File: config.mk
export PLATFORM = sky130hd
export DESIGN_NAME = ts_merge_unit
export DESIGN_NICKNAME = d
export VERILOG_FILES = /design/src/rtl/tsm_pkg.sv /design/src/rtl/tsm_edge_pick.sv /design/src/rtl/tsm_cycle_step.sv /design/src/rtl/tsm_fine_fold.sv /design/src/rtl/ts_merge_unit.sv
export SDC_FILE = /design/constraint.sdc
export NUM_CORES = 1
export LEC_CHECK = 0
export ABC_AREA = 1
export BUFFER_PORTS_ARGS = -buffer_cell sky130_fd_sc_hd__buf_2
export CORE_MARGIN = 5
export CORE_UTILIZATION = 45
export DETAILED_ROUTE_END_ITERATION = 6
export PLACE_DENSITY = 0.71
export SLEW_MARGIN = 20
export SYNTH_ARGS = -nofsm -noshare
export SYNTH_HDL_FRONTEND = slang
export SYNTH_SLANG_ARGS = --single-unit
File: constraint.sdc
create_clock -name clk -period 3.5 [get_ports clk]
set_input_delay 0.525 -clock clk [delete_from_list [all_inputs] [get_ports clk]]
set_output_delay 0.525 -clock clk [all_outputs]
set_load 0.01 [all_outputs]
File: src/rtl/tsm_pkg.sv
package tsm_pkg;
   localparam int unsigned DEF_CYC_W   = 27;
   localparam int unsigned DEF_CYC_MOD = 125000000;
   localparam int unsigned DEF_PS_W    = 13;
   localparam int unsigned DEF_TREF_PS = 8000;

   typedef enum logic {
      EDGE_RISE = 1'b0,
      EDGE_FALL = 1'b1
   } edge_sel_e;
endpackage

File: src/rtl/tsm_edge_pick.sv
module tsm_edge_pick
   import tsm_pkg::*;
#(
   parameter int unsigned CYC_W    = DEF_CYC_W,
   parameter int unsigned PS_W     = DEF_PS_W,
   parameter int unsigned TREF_PS  = DEF_TREF_PS,
   parameter bit          WIN_INCL = 1'b1
) (
   input  logic             clk,
   input  logic             rst_n,
   input  logic             in_valid,
   input  logic [CYC_W-1:0] rise_cyc,
   input  logic [CYC_W-1:0] fall_cyc,
   input  logic [PS_W-1:0]  phase_ps,
   input  logic [PS_W-1:0]  trans_ps,
   output logic             s1_valid,
   output logic [CYC_W-1:0] s1_coarse,
   output logic             s1_ahead,
   output logic [PS_W:0]    s1_fine
);
   localparam int unsigned SW  = PS_W + 1;
   localparam int unsigned QTR = TREF_PS / 4;
   localparam logic [SW-1:0]   TREF_X = SW'(TREF_PS);
   localparam logic [PS_W-1:0] LO_LIM = PS_W'(QTR);
   localparam logic [PS_W-1:0] HI_LIM = PS_W'(TREF_PS - QTR);

   logic [SW-1:0]   diff;
   logic [SW-1:0]   diff_wrap;
   logic [PS_W-1:0] wdist;
   logic            near;
   edge_sel_e       pick;

   assign diff      = {1'b0, phase_ps} - {1'b0, trans_ps};
   assign diff_wrap = diff + TREF_X;
   assign wdist     = diff[SW-1] ? diff_wrap[PS_W-1:0] : diff[PS_W-1:0];

   generate
      if (WIN_INCL) begin : g_win_closed
         assign near = (wdist <= LO_LIM) || (wdist >= HI_LIM);
      end else begin : g_win_open
         assign near = (wdist < LO_LIM) || (wdist > HI_LIM);
      end
   endgenerate

   assign pick = near ? EDGE_FALL : EDGE_RISE;

   always_ff @(posedge clk or negedge rst_n) begin
      if (!rst_n) begin
         s1_valid  <= 1'b0;
         s1_coarse <= '0;
         s1_ahead  <= 1'b0;
         s1_fine   <= '0;
      end else begin
         s1_valid <= in_valid;
         if (in_valid) begin
            s1_coarse <= (pick == EDGE_FALL) ? fall_cyc : rise_cyc;
            s1_ahead  <= (phase_ps >= trans_ps);
            s1_fine   <= diff;
         end
      end
   end

   // an accepted input always enters the first stage
   a_r7_stage1_follows: assert property (@(posedge clk) disable iff (!rst_n)
      in_valid |=> s1_valid);

   // with equal snapshots the choice of edge cannot change the count
   a_r1_equal_edges: assert property (@(posedge clk) disable iff (!rst_n)
      (in_valid && (rise_cyc == fall_cyc)) |=> (s1_coarse == $past(rise_cyc)));
endmodule

File: src/rtl/tsm_cycle_step.sv
module tsm_cycle_step
   import tsm_pkg::*;
#(
   parameter int unsigned CYC_W   = DEF_CYC_W,
   parameter int unsigned CYC_MOD = DEF_CYC_MOD,
   parameter int unsigned PS_W    = DEF_PS_W
) (
   input  logic             clk,
   input  logic             rst_n,
   input  logic             s1_valid,
   input  logic [CYC_W-1:0] s1_coarse,
   input  logic             s1_ahead,
   input  logic [PS_W:0]    s1_fine,
   output logic             s2_valid,
   output logic [CYC_W-1:0] s2_cyc,
   output logic [PS_W:0]    s2_fine
);
   localparam logic [CYC_W-1:0] LAST_CYC = CYC_W'(CYC_MOD - 1);
   localparam bit POW2_MOD = (64'(CYC_MOD) == (64'd1 << CYC_W));

   logic [CYC_W-1:0] bumped;

   generate
      if (POW2_MOD) begin : g_wrap_natural
         assign bumped = s1_coarse + 1'b1;
      end else begin : g_wrap_compare
         assign bumped = (s1_coarse == LAST_CYC) ? '0 : s1_coarse + 1'b1;
      end
   endgenerate

   always_ff @(posedge clk or negedge rst_n) begin
      if (!rst_n) begin
         s2_valid <= 1'b0;
         s2_cyc   <= '0;
         s2_fine  <= '0;
      end else begin
         s2_valid <= s1_valid;
         if (s1_valid) begin
            s2_cyc  <= s1_ahead ? bumped : s1_coarse;
            s2_fine <= s1_fine;
         end
      end
   end

   // the correction is either nothing or exactly one (wrapped) cycle
   a_r4_step_size: assert property (@(posedge clk) disable iff (!rst_n)
      s1_valid |=> ((s2_cyc == $past(s1_coarse)) || (s2_cyc == $past(bumped))));

   a_r7_stage2_follows: assert property (@(posedge clk) disable iff (!rst_n)
      s1_valid |=> s2_valid);
endmodule

File: src/rtl/tsm_fine_fold.sv
module tsm_fine_fold
   import tsm_pkg::*;
#(
   parameter int unsigned CYC_W   = DEF_CYC_W,
   parameter int unsigned PS_W    = DEF_PS_W,
   parameter int unsigned TREF_PS = DEF_TREF_PS
) (
   input  logic             clk,
   input  logic             rst_n,
   input  logic             s2_valid,
   input  logic [CYC_W-1:0] s2_cyc,
   input  logic [PS_W:0]    s2_fine,
   output logic             out_valid,
   output logic [CYC_W-1:0] out_cycles,
   output logic [PS_W-1:0]  out_ps
);
   localparam logic [PS_W:0]   TREF_X = (PS_W + 1)'(TREF_PS);
   localparam logic [PS_W-1:0] TREF_N = PS_W'(TREF_PS);

   logic [PS_W:0]   borrowed;
   logic [PS_W-1:0] folded;

   assign borrowed = s2_fine + TREF_X;
   assign folded   = s2_fine[PS_W] ? borrowed[PS_W-1:0] : s2_fine[PS_W-1:0];

   always_ff @(posedge clk or negedge rst_n) begin
      if (!rst_n) begin
         out_valid  <= 1'b0;
         out_cycles <= '0;
         out_ps     <= '0;
      end else begin
         out_valid <= s2_valid;
         if (s2_valid) begin
            out_cycles <= s2_cyc;
            out_ps     <= folded;
         end
      end
   end

   // the remainder never reaches a full period
   a_r5_ps_below_period: assert property (@(posedge clk) disable iff (!rst_n)
      out_valid |-> (out_ps < TREF_N));

   a_r7_stage3_follows: assert property (@(posedge clk) disable iff (!rst_n)
      s2_valid |=> out_valid);
endmodule

File: src/rtl/ts_merge_unit.sv
module ts_merge_unit
   import tsm_pkg::*;
#(
   parameter int unsigned CYC_W    = DEF_CYC_W,
   parameter int unsigned CYC_MOD  = DEF_CYC_MOD,
   parameter int unsigned PS_W     = DEF_PS_W,
   parameter int unsigned TREF_PS  = DEF_TREF_PS,
   parameter bit          WIN_INCL = 1'b1
) (
   input  logic             clk,
   input  logic             rst_n,
   input  logic             in_valid,
   input  logic [CYC_W-1:0] rise_cyc,
   input  logic [CYC_W-1:0] fall_cyc,
   input  logic [PS_W-1:0]  phase_ps,
   input  logic [PS_W-1:0]  trans_ps,
   output logic             out_valid,
   output logic [CYC_W-1:0] out_cycles,
   output logic [PS_W-1:0]  out_ps
);
   localparam logic [CYC_W-1:0] MOD_N = CYC_W'(CYC_MOD);

   generate
      if (64'(TREF_PS) >= (64'd1 << PS_W)) begin : g_bad_ps_width
         $error("TREF_PS does not fit in PS_W bits");
      end
      if (64'(CYC_MOD) > (64'd1 << CYC_W)) begin : g_bad_cyc_width
         $error("CYC_MOD does not fit in CYC_W bits");
      end
      if (TREF_PS < 4) begin : g_bad_period
         $error("TREF_PS too small for a quarter-period window");
      end
   endgenerate

   logic             s1_valid;
   logic [CYC_W-1:0] s1_coarse;
   logic             s1_ahead;
   logic [PS_W:0]    s1_fine;
   logic             s2_valid;
   logic [CYC_W-1:0] s2_cyc;
   logic [PS_W:0]    s2_fine;

   tsm_edge_pick #(
      .CYC_W(CYC_W), .PS_W(PS_W), .TREF_PS(TREF_PS), .WIN_INCL(WIN_INCL)
   ) pick_i (
      .clk(clk), .rst_n(rst_n), .in_valid(in_valid),
      .rise_cyc(rise_cyc), .fall_cyc(fall_cyc),
      .phase_ps(phase_ps), .trans_ps(trans_ps),
      .s1_valid(s1_valid), .s1_coarse(s1_coarse),
      .s1_ahead(s1_ahead), .s1_fine(s1_fine)
   );

   tsm_cycle_step #(
      .CYC_W(CYC_W), .CYC_MOD(CYC_MOD), .PS_W(PS_W)
   ) step_i (
      .clk(clk), .rst_n(rst_n),
      .s1_valid(s1_valid), .s1_coarse(s1_coarse),
      .s1_ahead(s1_ahead), .s1_fine(s1_fine),
      .s2_valid(s2_valid), .s2_cyc(s2_cyc), .s2_fine(s2_fine)
   );

   tsm_fine_fold #(
      .CYC_W(CYC_W), .PS_W(PS_W), .TREF_PS(TREF_PS)
   ) fold_i (
      .clk(clk), .rst_n(rst_n),
      .s2_valid(s2_valid), .s2_cyc(s2_cyc), .s2_fine(s2_fine),
      .out_valid(out_valid), .out_cycles(out_cycles), .out_ps(out_ps)
   );

   // the cycle count stays inside its modulus
   a_r6_cycles_below_mod: assert property (@(posedge clk) disable iff (!rst_n)
      out_valid |-> (64'(out_cycles) < 64'(MOD_N) || 64'(CYC_MOD) == (64'd1 << CYC_W)));
endmodule

---- Yosys cells after proc, flatten, opt, wreduce, memory -nomap -nowiden ----
Cells that the tools add are included.
cells by class
  eq/ne operators ......................... 1
  add/subtract/negate cells ............... 4
  mux-type cells .......................... 6
  reductions and logical operators ........ 1
  order comparisons ....................... 3
operator list
  kind                      number
  $mux W27                  3
  $add A27 B1 Y27 const B   1
  $eq A27 B27 Y1 const B    1
  $add A13 B13 Y13 const B  2
  $mux W13                  2
  $sub A13 B13 Y14          1
  $ge A13 B13 Y1            1
  $ge A13 B13 Y1 const B    1
  $le A13 B11 Y1 const B    1
  $logic_or A1 B1 Y1        1
  $mux W1                   1
word-level totals
  bits in registers ....................... 126

---- Logic depth before layout (Yosys ltp) ----
  word-level depth ........................ 7
  mapped depth ............................ 25
  depth with buffers taken out ............ 24

---- By module ----
From an unflattened synthesis, not the netlist that was laid out.
second synthesis, totals
  cell total of the unflattened synthesis .. 1071
  area total of the unflattened synthesis .. 7502.2 µm²
modules (own cells, without submodules)
  module          sequential area each (µm²)  instances  cells an instance  area each (µm²)
  tsm_edge_pick   1076.0                      1          527                3410.8
  tsm_cycle_step  1051.0                      1          348                2411.1
  tsm_fine_fold   1026.0                      1          196                1680.4

---- Worst setup path after synthesis ----
Ideal clock, no wire load.
  path type ............................... input port to flip-flop
  start point ............................. input port phase_ps[0]
  end point ............................... register pick_i.s1_coarse[10]
  slack ................................... 506 ps
  arrival ................................. 2876 ps
  stages on the path ...................... 22
  required time ........................... 3382 ps
  path buffers ............................ 1
  cell sequence ........................... inv_1 ha_1 inv_1 fa_1 nand2_1 nand3_1 nand2_1 nand2_1 ha_1 inv_1 nand3_1 inv_1 nand4_1 nand2_1 nand2_1 nor2_2 nand2_4 nand2_4 buf_6 nand2_1 nand3_1 nand2_1
between the ends
  cells in the longest elaborated chain, start to end .. 7
ends and longest elaborated chain
  item                                              RTL line             source
  start, declared                                   ts_merge_unit.sv:15  input logic [PS_W-1:0] phase_ps,
  $sub A13 B13 Y14 (*)                              tsm_edge_pick.sv:33  assign diff = {1'b0, phase_ps} - {1'b0, trans_ps};
  net pick_i.diff[6]                                tsm_edge_pick.sv:27  logic [SW-1:0] diff;
  $add A13 B13 Y13                                  tsm_edge_pick.sv:34  assign diff_wrap = diff + TREF_X;
  $mux W13 (*)                                      tsm_edge_pick.sv:35  assign wdist = diff[SW-1] ? diff_wrap[PS_W-1:0] : diff[PS_W-1:0];
  $le A13 B11 Y1 or $ge A13 B13 Y1 (tied branches)  tsm_edge_pick.sv:39  assign near = (wdist <= LO_LIM) || (wdist >= HI_LIM);
  $logic_or A1 B1 Y1 (*)                            tsm_edge_pick.sv:39
  $mux W1 (*)                                       tsm_edge_pick.sv:45  assign pick = near ? EDGE_FALL : EDGE_RISE;
  $mux W27 (*)                                      tsm_edge_pick.sv:56  s1_coarse <= (pick == EDGE_FALL) ? fall_cyc : rise_cyc;
  end signal, assigned                              tsm_edge_pick.sv:56
  end, declared                                     tsm_edge_pick.sv:17  output logic [CYC_W-1:0] s1_coarse,
Mark *: on every way through the listed nets, which the timed path passes. The rest lies on a longest branch.
A chain may end at the register's enable or synchronous reset.

---- Worst setup path in the final report ----
  start point ............................. input port phase_ps[0]
  end point ............................... register pick_i.s1_coarse[12]
The elaborated chain is that of the path after synthesis.

==> out/results.tsv <==
stage	metric	value	unit
synthesis	synth-async-reset-ratio	1.000	
clocking	cts_tree	yes	
route	drc	0	
placement	preCtsSetupSlack	120.5	ps
clocking	clkSlewWorstSetupHoldPaths	60	ps
route	avgViaCountPerCell	4.809	
synthesis	ys_ff_latch	126	
clocking	cts_sinks	126	
timing	rsz0062_at_grt	no	
floorplan	fp.dieH	134.8	µm
critical_path	critPathArrivalTime	3290	ps
floorplan	dieArea	0.01817	mm²
critical_path	critPathRequiredTime	3790	ps
clocking	numCtsBuffers	17	
power	seqPwrFrac	0.400	
clocking	hold_buffers	0	
clocking	root_buffer	clkbuf_16	
clocking	cts_resized	0	
grt	overflow	0	
placement	port_buffers	123	
power	p_comb_frac	0.241	
synthesis	synth_nets	1058	
critical_path	endpoint_kind	flip-flop	
synthesis	netlist_area	0.007007	mm²
power	internal_power	3.385	mW
synthesis	synth_cells	958	
route	via_count	6247	
timing	fin_crit_sh	0.8547	
cells_and_area	final_nets	1175	
floorplan	fp-row-count	45	
cells_and_area	drive_gt1_frac	0.1682	
power	power_density	595.8	mW/mm²
floorplan	start_util	0.4592	
synthesis	yosys_warnings	0	
power	pwr-share-clk	0.359	
route	firstDrtPassIters	5	
clocking	cts.path.max_buffers	2	
critical_path	cp_max_fo	27	
grt	track_usage	0.1876	
grt	grt_max_degree	127	
synthesis	yosysSeqAreaShare	0.4500	
critical_path	r2r_setup_slack	980	ps
timing	finalMaxSlewViolations	0	
floorplan	die_w	134.8	µm
synthesis	yosys_most_used_dff	dfrtp_1	
critical_path	path_class	in -> reg	
timing	slew_headroom	0.5547	
grt	antenna_found_initial	0	
outcome	outcome	finished, final reports clean	
synthesis	avgSynthCellArea	7.314	µm²
clocking	clock_latency	410	ps
critical_path	rr_endpoint	step_i.s2_cyc[25]	
critical_path	critPathLaunchType	primary input	
cells_and_area	nFillCells	1459	
power	vdd_drop_max	0.3761	mV
cells_and_area	multi_input_area	0.003114	mm²
synthesis	yosys.cell_types.count	43	
synthesis	synth_edf_count	0	
placement	place.gp.congestion	0.8650	
flow_run	cap_viol_max_count	0	
grt	grt_pass1_wl	28220	µm
cells_and_area	diodes	0	
power	swShare	0.3278	
grt	grt_pass1_vias	5943	
timing	worst_slew_pin_slew	667.2	ps
timing	finalHoldViolations	0	
route	drtIter0Drc	505	
cells_and_area	seq_area	0.003153	mm²
critical_path	reg2reg_depth	13	
timing	layout_setup_ws	508.6	ps
floorplan	core	0.01526	mm²
route	final_antenna_net_count	0	
timing	setup_viol	0	
power	cellLeakagePower	4.649	nW
min_path	hp-class	in -> async	
timing	fin_skew	10.97	ps
cells_and_area	final_util	0.5539	
floorplan	pin_count	124	
clocking	cts-htree-levels	4	
route	wl	16490	µm
cells_and_area	syn_to_final_growth	20.63	%
timing	fmax	334.3	MHz
power	p_switching	1.651	mW
timing	post-route-min-period	2991	ps
critical_path	r2r_start	pick_i.s1_ahead	
placement	hpwl	12060	µm
clocking	post_cts_buffers	0	
timing	fin_tns_setup	0	ps
route	wl_per_cell	12.70	µm
critical path: stages:
cell and delay [ps]:
buf_2 100, inv_1 40, ha_1 200, inv_1 90, fa_1 440, nand2_1 110
nand3_1 60, nand2_1 60, nand2_1 90, ha_1 210, inv_1 70, nand3_1 140
inv_1 90, nand4_1 100, nand2_1 70, nand2_1 100, nor2_2 160, nand2_4 80
nand2_4 250, nand2_1 100, nand3_1 100, nand2_1 70
cells in the final DEF, fill, tap and decap left out, types with 4 or more instances in the layout:
master | netlist | layout
dfrtp_1 | 126 | 126
nor2_1 | 42 | 42
o22ai_1 | 4 | 4
a21oi_1 | 15 | 15
clkinvlp_4 | 0 | 5
buf_4 | 2 | 6
nand2_1 | 326 | 326
ha_1 | 16 | 16
nor4_1 | 8 | 8
nor3_1 | 7 | 7
nand4_1 | 14 | 14
inv_1 | 154 | 154
buf_2 | 3 | 122
o21ai_0 | 63 | 63
nand3_1 | 91 | 91
xnor2_1 | 5 | 5
a31oi_1 | 5 | 5
clkbuf_16 | 0 | 17
nand2_2 | 7 | 7
xor2_1 | 9 | 9
cells by family (layout without fill, tap and decap cells):
group / after synthesis / count (layout) / synth area share
multiplexers: 1 / 1 / 0.001429
AO/OA/AOI/OAI: 102 / 102 / 0.08339
AND/OR/NAND/NOR: 508 / 508 / 0.3107
adder cells (fa/ha/maj): 17 / 17 / 0.03143
buffers and inverters: 190 / 320 / 0.1055
flip-flops: 126 / 126 / 0.4500
XOR/XNOR: 14 / 14 / 0.01750
routing by layer:
| layer | up-vias | wire (µm) | GRT usage |
|---|---|---|---|
| met5 | - | 0 | 0 |
| met4 | 0 | 113 | 0.04525 |
| met3 | 6 | 967 | 0.03949 |
| met2 | 201 | 6855 | 0.2682 |
| met1 | 2782 | 8554 | 0.2900 |
| li1 | 3258 | - | - |
power by group through the flow:
stage               Clock, mW  Combinational (mW)  Sequential, mW
floorplan                   0               0.801            2.01
global placement            0                1.19            2.02
detailed placement          0                1.21            2.03
CTS                      1.84                1.22            2.01
global route             1.91                1.39            2.06
finish                   1.81                1.21            2.01
how the worst max path moves through the flow:
stage                            from              endpoint  slack (ps)  cells after the start
final                     phase_ps[0]  pick_i.s1_coarse[12]         510                     22
after detailed placement  phase_ps[0]   pick_i.s1_coarse[6]         120                     22
after floorplan           phase_ps[0]  pick_i.s1_coarse[10]         510                     22
after global placement    phase_ps[0]  pick_i.s1_coarse[19]         240                     22
after CTS                 phase_ps[0]  pick_i.s1_coarse[12]         540                     22
after global routing      phase_ps[0]  pick_i.s1_coarse[19]         260                     22
cells in the mapped netlist (all sizes together) (2+ instances only):
master  number  area (µm²)
a21oi       16       83.83
a22o         2       17.52
a31oi        5       31.28
a32o         3       30.03
buf         10       63.80
clkbuf      23       86.33
dfrtp      126        3153
ha          16       200.2
inv        156       585.6
nand2      336        1301
nand3       91       455.4
nand4       15       100.1
nor2        45       176.4
nor3         9       61.31
nor3b        2       20.02
nor4         8       50.05
o211ai       2       15.01
o21ai       64       320.3
o22ai        4       25.02
o32ai        3       26.28
xnor2        5       43.79
xor2         9       78.83
sequential cells by signal, indices dropped and copies added, names as in the netlist:
signal	cells
step_i.s2_cyc	27
fold_i.out_valid	1
pick_i.s1_valid	1
pick_i.s1_fine	14
step_i.s2_fine	14
step_i.s2_valid	1
fold_i.out_ps	13
pick_i.s1_coarse	27
fold_i.out_cycles	27
pick_i.s1_ahead	1
final cells by class:
class / count / area share
sequential: 126 / 0.3731
clock buffer: 20 / 0.05403
multi-input combinational: 642 / 0.3685
inverter: 157 / 0.06973
clock inverter: 12 / 0.01880
tap: 211 / 0.03124
timing repair buffer: 131 / 0.08468
stage by stage:
stage / power, mW / hold WS [ps] / cells / cell area, µm²
CTS: 5.071 / 238.2 / 1299 / 8452
floorplan: 2.807 / 229.4 / 958 / 7007
finish: 5.035 / 205.1 / 1299 / 8452
global placement: 3.209 / 450.1 / 1267 / 7836
detailed placement: 3.240 / 452.9 / 1267 / 7836
global route: 5.361 / 252.1 / 1299 / 8452
(Power assumes the default switching activity.)
